<file path="config.mk">
export PLATFORM = sky130hd
export DESIGN_NAME = pwcap_timer
export DESIGN_NICKNAME = d
export VERILOG_FILES = /design/src/rtl/pwcap_pkg.sv /design/src/rtl/pwcap_tick.sv /design/src/rtl/pwcap_meas.sv /design/src/rtl/pwcap_timer.sv
export SDC_FILE = /design/constraint.sdc
export NUM_CORES = 1
export LEC_CHECK = 0
export BUFFER_PORTS_ARGS = -buffer_cell sky130_fd_sc_hd__buf_2
export CAP_MARGIN = 20
export CORE_ASPECT_RATIO = 0.7
export CORE_MARGIN = 2
export CORE_UTILIZATION = 30
export DETAILED_ROUTE_END_ITERATION = 10
export MAX_ROUTING_LAYER = met4
export PLACE_DENSITY_LB_ADDON = 0.05
export SLEW_MARGIN = 20
export SYNTH_ARGS = -nofsm -noshare
export SYNTH_HDL_FRONTEND = slang
export SYNTH_HIERARCHICAL = 1
export SYNTH_SLANG_ARGS = --single-unit
</file>
<file path="constraint.sdc">
create_clock -name clk -period 2 [get_ports clk]
set_input_delay 0.1 -clock clk [delete_from_list [all_inputs] [get_ports clk]]
set_output_delay 0.1 -clock clk [all_outputs]
set_load 0.02 [all_outputs]
</file>
<file path="src/rtl/pwcap_pkg.sv">
package pwcap_pkg;
  localparam int CNT_W  = 16;
  localparam int PRE_W  = 3;
  localparam int DIV_W  = (1 << PRE_W) - 1;
  localparam int SYNC_N = 2;

  localparam logic [1:0] A_STAT   = 2'd0;
  localparam logic [1:0] A_CTRL   = 2'd1;
  localparam logic [1:0] A_RES_HI = 2'd2;
  localparam logic [1:0] A_RES_LO = 2'd3;

  typedef struct packed {
    logic [1:0]       spare;
    logic [PRE_W-1:0] pre_exp;
    logic             alt_src;
    logic [1:0]       in_sel;
  } ctrl_t;

  // low N bits set: a tick falls where the prescale counter matches this
  function automatic logic [DIV_W-1:0] div_mask(input logic [PRE_W-1:0] e);
    logic [DIV_W:0] one_hot;
    one_hot  = {{DIV_W{1'b0}}, 1'b1} << e;
    div_mask = DIV_W'(one_hot - 1'b1);
  endfunction

  function automatic logic [CNT_W-1:0] sat_inc(input logic [CNT_W-1:0] v);
    sat_inc = (v == '1) ? v : v + 1'b1;
  endfunction
endpackage

</file>
<file path="src/rtl/pwcap_tick.sv">
module pwcap_tick
  import pwcap_pkg::*;
(
  input  logic             clk,
  input  logic             rst_n,
  input  logic             alt_clk,
  input  logic             alt_src,
  input  logic [PRE_W-1:0] pre_exp,
  input  logic             restart,
  output logic             tick
);
  logic [SYNC_N:0]    alt_q;
  logic               alt_rise;
  logic               src_en;
  logic [DIV_W-1:0]   pre_cnt;
  logic [DIV_W-1:0]   mask;

  always_ff @(posedge clk) begin
    if (!rst_n) alt_q <= '0;
    else        alt_q <= {alt_q[SYNC_N-1:0], alt_clk};
  end

  assign alt_rise = alt_q[SYNC_N-1] & ~alt_q[SYNC_N];
  assign src_en   = alt_src ? alt_rise : 1'b1;
  assign mask     = div_mask(pre_exp);

  always_ff @(posedge clk) begin
    if (!rst_n || restart) pre_cnt <= '0;
    else if (src_en)       pre_cnt <= pre_cnt + 1'b1;
  end

  assign tick = src_en && !restart && ((pre_cnt & mask) == mask);

  p_tick_needs_edge_r8: assert property (@(posedge clk) disable iff (!rst_n)
    (alt_src && !alt_rise) |-> !tick);
endmodule

</file>
<file path="src/rtl/pwcap_meas.sv">
module pwcap_meas
  import pwcap_pkg::*;
#(
  parameter int N_IN  = 4,
  parameter int SEL_W = $clog2(N_IN)
) (
  input  logic             clk,
  input  logic             rst_n,
  input  logic             run,
  input  logic [N_IN-1:0]  cap_in,
  input  logic [SEL_W-1:0] sel,
  input  logic             tick,
  output logic             start,
  output logic             busy,
  output logic             done,
  output logic             ovf_evt,
  output logic [CNT_W-1:0] cnt
);
  logic [SYNC_N:0] pin_q;
  logic            rise, fall;

  always_ff @(posedge clk) begin
    if (!rst_n) pin_q <= '0;
    else        pin_q <= {pin_q[SYNC_N-1:0], cap_in[sel]};
  end

  assign rise    = pin_q[SYNC_N-1] & ~pin_q[SYNC_N];
  assign fall    = ~pin_q[SYNC_N-1] & pin_q[SYNC_N];
  assign start   = run & rise & ~busy;
  assign done    = busy & fall & (cnt != '0);
  assign ovf_evt = busy & ~fall & tick & (cnt == '1);

  always_ff @(posedge clk) begin
    if (!rst_n) begin
      busy <= 1'b0;
      cnt  <= '0;
    end else if (!run) begin
      busy <= 1'b0;
    end else if (start) begin
      busy <= 1'b1;
      cnt  <= '0;
    end else if (busy) begin
      if (fall)      busy <= 1'b0;
      else if (tick) cnt  <= sat_inc(cnt);
    end
  end

  p_count_hold_r3: assert property (@(posedge clk) disable iff (!rst_n)
    (busy && !tick && !start) |=> $stable(cnt));
  p_count_rises_r3: assert property (@(posedge clk) disable iff (!rst_n)
    (busy && !start) |=> (cnt >= $past(cnt)));
  p_count_sat_r7: assert property (@(posedge clk) disable iff (!rst_n)
    (busy && cnt == '1 && !start) |=> (cnt == '1));
  p_idle_when_off_r9: assert property (@(posedge clk) disable iff (!rst_n)
    !run |=> !done);
endmodule

</file>
<file path="src/rtl/pwcap_timer.sv">
module pwcap_timer
  import pwcap_pkg::*;
#(
  parameter int N_IN = 4
) (
  input  logic            clk,
  input  logic            rst_n,
  input  logic [N_IN-1:0] cap_in,
  input  logic            alt_clk,
  input  logic [1:0]      bus_addr,
  input  logic            bus_wr,
  input  logic            bus_rd,
  input  logic [7:0]      bus_wdata,
  output logic [7:0]      bus_rdata
);
  localparam int SEL_W = $clog2(N_IN);

  ctrl_t            ctrl_q;
  logic             run_q, rdy_q, ovf_q;
  logic [CNT_W-1:0] res_q;
  logic [7:0]       snap_q;
  logic             wr_stat, wr_ctrl, rd_hi;
  logic             tick, start, busy, done, ovf_evt;
  logic [CNT_W-1:0] cnt;

  assign wr_stat = bus_wr && bus_addr == A_STAT;
  assign wr_ctrl = bus_wr && bus_addr == A_CTRL;
  assign rd_hi   = bus_rd && !bus_wr && bus_addr == A_RES_HI;

  pwcap_tick u_tick (
    .clk(clk), .rst_n(rst_n), .alt_clk(alt_clk), .alt_src(ctrl_q.alt_src),
    .pre_exp(ctrl_q.pre_exp), .restart(start), .tick(tick)
  );

  pwcap_meas #(.N_IN(N_IN)) u_meas (
    .clk(clk), .rst_n(rst_n), .run(run_q), .cap_in(cap_in),
    .sel(SEL_W'(ctrl_q.in_sel)), .tick(tick), .start(start), .busy(busy),
    .done(done), .ovf_evt(ovf_evt), .cnt(cnt)
  );

  always_ff @(posedge clk) begin
    if (!rst_n) begin
      ctrl_q <= '0;
      run_q  <= 1'b0;
      rdy_q  <= 1'b0;
      ovf_q  <= 1'b0;
      res_q  <= '0;
      snap_q <= '0;
    end else begin
      if (wr_ctrl) ctrl_q <= {2'b00, bus_wdata[5:0]};
      if (wr_stat) run_q  <= bus_wdata[0];
      if (done)                        rdy_q <= 1'b1;
      else if (wr_stat && bus_wdata[7]) rdy_q <= 1'b0;
      if (ovf_evt)                     ovf_q <= 1'b1;
      else if (wr_stat && bus_wdata[6]) ovf_q <= 1'b0;
      if (done)  res_q  <= cnt;
      if (rd_hi) snap_q <= res_q[7:0];
    end
  end

  always_comb begin
    unique case (bus_addr)
      A_STAT:   bus_rdata = {rdy_q, ovf_q, 5'b0, run_q};
      A_CTRL:   bus_rdata = ctrl_q;
      A_RES_HI: bus_rdata = res_q[15:8];
      default:  bus_rdata = snap_q;
    endcase
  end

  p_ready_set_r5: assert property (@(posedge clk) disable iff (!rst_n)
    done |=> rdy_q);
  p_ready_nonzero_r4: assert property (@(posedge clk) disable iff (!rst_n)
    rdy_q |-> (res_q != '0));
  p_ovf_sticky_r7: assert property (@(posedge clk) disable iff (!rst_n)
    (ovf_q && !(wr_stat && bus_wdata[6])) |=> ovf_q);
  p_snap_load_r6: assert property (@(posedge clk) disable iff (!rst_n)
    rd_hi |=> (snap_q == $past(res_q[7:0])));
endmodule

</file>
==> impl_results.md, run 1 <==
* Run status: complete, but fails checks
* Failing checks: setup timing
* Root Driver: clkbuf_16
* Top Ports at 27
* Data arrival time of the worst path at 2.48 ns
* Worst-margin pin slew at 0.6749 ns
* Vias in the first global route at 2548
* Final setup margin at -0.2339 ns
* Net switching power at 0.6481 mW
* Clk_skew at 0.006279 ns
* Initial antenna violation count at 0
* WL final at 8604 um
* Final worst-path cycle share at 111.7%
* Drt pass-1 iters at 4
* Clock-pin slew on the worst setup and hold paths at 0.05 ns
* Final Setup Violations at 15
* Via density at 4.899
* Sw frac at 21.17%
* Fin nets at 411
* Post-synthesis average cell area at 9.766 sq um
* ANT nets after route at 0
* Worst setup path class: reg -> reg
* Most frequent cells after synthesis: 63 x dfxtp_1, 39 x nand2_1, 33 x mux2i_1, 17 x nor2b_1, 15 x a21oi_1
* Final Wtd Congestion at 0.7643
* Power Density at 747.0 nW/um^2
* Cell variety after synth at 55
* DIE AREA at 11190 sq um
* CP Max Fanout at 7
* Buffers on Ports at 26
* CTS Sinks at 63
* Seq/Total Area, Yosys at 40.61%
* Final core utilization at 40.18%
* Setup crit start kind: register
* Hold path cells at 3
* Routed WL per cell at 16.36 um
* Clk network pwr share at 52.6%
* Final min period at 2.234 ns
* Largest cells by area after synthesis: dfxtp_1 41%, mux2i_1 11%, nand2_1 4.7%
* H-tree depth at 3
* Max VDD drop at 0.0003547 V
* Post-synth EDFFs at 0
* Synth Warn # at 6
* Post-Syn Instances at 318
* Slew Limit Headroom at 55.01%
* Max Slew Vio Count at 0
* TritonCTS Buffers at 9
* Drt drc at 0
* Main flop type after synthesis: dfxtp_1
* Critical Path Source: ctrl_q[4]
* Most frequent cell after synthesis: dfxtp_1
* Starting Density at 30.44%
* Asr flop ratio synth at 0%
* Synthesized cell area at 3105 sq um
* Max Freq at 447.6 MHz
* Max-Cap Viols at 0
* Syn_nets at 340
* Synth area leader: dfxtp_1
* Worst Path Required at 2.25 ns
* Static leakage at 1.511 nW
* R2R depth at 9
* First-pass GRT wire length at 13940 um
* Grt total ovfl at 0
* Reg power frac at 42.0%
* Combinational Power Share at 5.4%
* Pin count of the biggest net entering global routing at 49
* Row count at 31
* Unrepaired setup endpoints after global routing: true
* N_diodes at 0
* Iter 0 DRT Violations at 155
* Clk_lat worst skew at 0.32 ns
* Max clock buf depth at 2
* R2r startpoint: ctrl_q[4]
* Via Count at 2577
* Tot Pwr at 3.062 mW
* CTS tree: built
* Die height at 89.13 um
* Share of layout cells above drive strength 1 at 30.71%
* Core area at 10200 sq um
* Internal power of the cells at 2.414 mW
* Detail Placement HPWL at 6225 um
* Crit end category: register
* Hold Fails Final Rpt at 0
* GR Util All Layers at 16.92%
* Yosys top cell area share at 40.61%
* Hold WC Path Type: in -> reg
* Die X at 125.6 um
* Yosys reg bits at 63
* P&R area growth vs syn at 31.99%
* Hold Crit Start: bus_wdata[3]
==> layout by cell type (no fill, tap or decap), types with 2 or more instances in the layout <==
cell           Yosys  routed
mux2_2             2       2
buf_4              2      36
dfxtp_1           63      59
buf_6              4       9
mux2_4             3       3
or4_1             11      11
or3_1              3       3
nand4_1            3       3
buf_2              4      26
and2_1             7       6
o31ai_1           11       9
inv_1             11      10
a22o_1             5       5
clkinv_2           0       2
mux2i_1           33      33
o21ai_0            8       8
nor4_1             3       3
and3_1             3       3
and4bb_1           2       2
clkbuf_16          0       9
dlygate4sd3_1      0       3
a211oi_2           3       3
clkbuf_8           0       3
a21oi_1           15      14
o211ai_4           2       2
mux4_2             2       2
nand2b_1           3       3
xnor2_1            6       6
dfxtp_2            0       4
ha_1               3       3
nor2b_1           17      17
a31oi_1            2       2
nand2_1           39      38
nand3_1           11      10
nor2_1             6       6
==> final timing paths <==
check,endpoint,slack [ns]
max,u_meas/cnt[15],-0.23
min,ctrl_q[3],0.03
max reg2reg,u_meas/cnt[15],-0.23
min reg2reg,u_meas/pin_q[1],0.43
==> per-layer routing <==
layer | wire length, um | vias up | global-route usage [%]
li1 | - | 1299 | -
met1 | 4754 | 1248 | 23.87
met5 | 0 | - | -
met2 | 3514 | 22 | 23.88
met3 | 251 | 8 | 4.189
met4 | 84 | 0 | 4.848
==> logic make-up (layout without fill, tap and decap cells) <==
kind of cell	Yosys count	count (layout)	synth area share (%)
compound gates	56	56	13.42
xor+xnor	6	6	1.692
fa+ha+maj	4	4	1.531
buf+inv	26	102	4.512
flops	63	63	40.61
mux	40	40	14.26
simple gates	123	123	23.97
==> power groups by stage <==
stage               clock network [mW]  registers [mW]  logic (mW)
floorplan                            0            1.31      0.0933
global placement                     0            1.31       0.162
detailed placement                   0            1.31       0.161
CTS                               1.66            1.28       0.167
global route                      1.72            1.29       0.186
finish                            1.61            1.29       0.166
==> state kept, by name, summed over array words and instances, names as in the netlist <==
register and flops:
u_meas/busy 1, res_q 16, ovf_q 1, run_q 1, u_meas/pin_q 3, u_tick/pre_cnt 7
snap_q 8, rdy_q 1, u_meas/cnt 16, u_tick/alt_q 3, ctrl_q 6
==> repair_timing <==
action,in CTS,in global routing
pin swaps,19,3
endpoints found under the hold margin,3,0
setup buffers,7,2
hold buffers,3,0
resized for setup,22,4
endpoints found under the setup margin,14,26
==> final cells by class <==
type                       count  area [sq um]
fill                        1060          6102
clock buffer                  13         270.3
timing repair buffer          75         551.8
multi-input combinational    229          1764
inverter                      11         41.29
clock inverter                 3         40.04
tap                          132         165.2
sequential                    63          1266
==> stage by stage <==
step	setup WS, ns	cells	hold WS [ns]	TNS [ns]	cell area, sq um
6_report	-0.2339	526	0.02835	-2.583	4099
5_1_grt	-0.3676	526	0.03735	-4.854	4099
4_1_cts	-0.2599	524	0.01683	-3.117	4069
3_5_place_dp	-0.2620	498	0.3173	-2.502	3612
3_3_place_gp	-0.2084	498	0.3114	-1.974	3612
2_1_floorplan	-0.02746	318	0.2074	-0.05489	3113
==> worst max-delay path: stages, from the launching register on <==
cell,delay [ns]
dfxtp_2,0.33
buf_6,0.11
a221o_1,0.32
a221oi_2,0.24
and2_4,0.19
buf_6,0.09
nand3_2,0.07
buf_6,0.15
or4_1,0.53
a21oi_2,0.13
Note: power is estimated with default switching activity, not from simulation.
==> run 2, diff against run 1 <==
RECOVER_POWER = 50   (was not set)
==> impl_results.md, run 2 (synthesized netlist as in run 1, its figures left out) <==
* Max VDD drop at 0.0003547 V
* Final Setup Violations at 15
* Detail Placement HPWL at 6225 um
* Pin count of the biggest net entering global routing at 49
* Static leakage at 1.500 nW
* Failing checks: setup timing
* Core area at 10200 sq um
* P&R area growth vs syn at 31.83%
* Worst setup path class: reg -> reg
* Final Wtd Congestion at 0.7643
* TritonCTS Buffers at 9
* Clk_skew at 0.006363 ns
* Top Ports at 27
* Reg power frac at 42.0%
* Row count at 31
* Worst-margin pin slew at 0.8572 ns
* Power Density at 747.7 nW/um^2
* Layout Cells excl Fill at 526
* Crit end category: register
* DIE AREA at 11190 sq um
* N_diodes at 0
* Hold WC Path Type: in -> reg
* Setup Slack @ Placement at -0.2620 ns
* Iter 0 DRT Violations at 149
* Final min period at 2.233 ns
* Combinational Power Share at 5.4%
* H-tree depth at 3
* Share of layout cells above drive strength 1 at 30.20%
* WL final at 8609 um
* Final setup margin at -0.2335 ns
* Most common cell after layout, fill and taps aside: dfxtp_1
* Via Count at 2581
* Net switching power at 0.6484 mW
* Largest regs: res_q: 16 flops, u_meas/cnt: 16 flops, snap_q: 8 flops
* Placed Area at 3612 sq um
* Unrepaired setup endpoints after global routing: true
* Final core utilization at 40.13%
* Max Slew Vio Count at 0
* CP Max Fanout at 7
* Fillers at 1063
* Clk_lat worst skew at 0.33 ns
* CTS Sinks at 63
* Starting Density at 30.44%
* Drt drc at 0
* Die height at 89.13 um
* Critical-path top delay cell: or4_1
* CTS tree: built
* Max Freq at 447.7 MHz
* Worst Path Required at 2.25 ns
* Setup_tns at -2.580 ns
* Final worst-path cycle share at 111.7%
* Critical Path, Cell by Cell: buf_6, a221o_1, a221oi_2, and2_4, buf_6, nand3_2, buf_6, or4_1, a21oi_2
* Crit path top cell by count: buf_6
* Hold Fails Final Rpt at 0
* Fin nets at 411
* Setup crit start kind: register
* Clock-pin slew on the worst setup and hold paths at 0.05 ns
* Clk network pwr share at 52.6%
* First-pass GRT wire length at 13940 um
* Data arrival time of the worst path at 2.48 ns
* Sw frac at 21.18%
* Grt total ovfl at 0
* Initial antenna violation count at 0
* Max-Cap Viols at 0
* Tot Pwr at 3.061 mW
* ANT nets after route at 0
* Via density at 4.907
* Buffers on Ports at 26
* Routed WL per cell at 16.37 um
* Drt pass-1 iters at 4
* Slew Limit Headroom at 42.86%
* Run status: complete, but fails checks
* Hold_ws at 0.02837 ns
* Cell area after layout at 4094 sq um
* GR Util All Layers at 16.92%
* Root Driver: clkbuf_16
* Critical Path Max Stage Delay at 0.53 ns
* Dpl cells at 498
* Internal power of the cells at 2.413 mW
* Die X at 125.6 um
* Vias in the first global route at 2548
* Most frequent cells in the layout: 59 x dfxtp_1, 38 x nand2_1, 34 x buf_4, 33 x mux2i_1, 24 x buf_2
* Max clock buf depth at 2
## run 2: critical path: cells and delay by family, from the launching register on
kind | cells | cell delay (ns)
AO/OA/AOI/OAI | 3 | 0.69
buffers and inverters | 3 | 0.35
flip-flops | 1 | 0.33
AND/OR/NAND/NOR | 3 | 0.79
## run 2: layout make-up
class	count	area (sq um)	area share [%]
Timing Repair Buffer	75	546.8	13.36
Inverter	11	41.29	1.009
Clock buffer	13	270.3	6.601
Tap cell	132	165.2	4.034
Sequential cell	63	1266	30.93
Clock inverter	3	40.04	0.9780
Multi-Input combinational cell	229	1764	43.09
## run 2: path summary, 6_finish.rpt
check,startpoint,end,slack (ns),depth (start not counted)
max reg2reg,ctrl_q[4],u_meas/cnt[15],-0.23,9
max,ctrl_q[4],u_meas/cnt[15],-0.23,9
min,bus_wdata[3],ctrl_q[3],0.03,3
min reg2reg,u_meas/pin_q[0],u_meas/pin_q[1],0.43,1
## run 2: power by group through the flow
| stage | Sequential [mW] | Combinational (mW) | Clock, mW |
|---|---|---|---|
| 6_report | 1.29 | 0.165 | 1.61 |
| 5_1_grt | 1.29 | 0.185 | 1.72 |
| 4_1_cts | 1.28 | 0.167 | 1.66 |
| 3_5_place_dp | 1.31 | 0.161 | 0 |
| 3_3_place_gp | 1.31 | 0.162 | 0 |
| 2_1_floorplan | 1.31 | 0.0933 | 0 |
## run 2: layer usage
layer / vias up / share of wire [%] / global-route usage [%]
met5: - / 0 / -
met4: 0 / 0.98 / 4.848
met3: 8 / 2.9 / 4.189
met2: 24 / 41 / 23.88
met1: 1249 / 55 / 23.87
li1: 1300 / - / -
## run 2: what timing repair did
action | in CTS | in global routing
endpoints found under the hold margin | 3 | 0
setup buffers | 7 | 2
endpoints found under the setup margin | 14 | 26
gates cloned | 0 | 0
hold buffers | 3 | 0
gates resized for setup | 22 | 4
pin swaps | 19 | 3
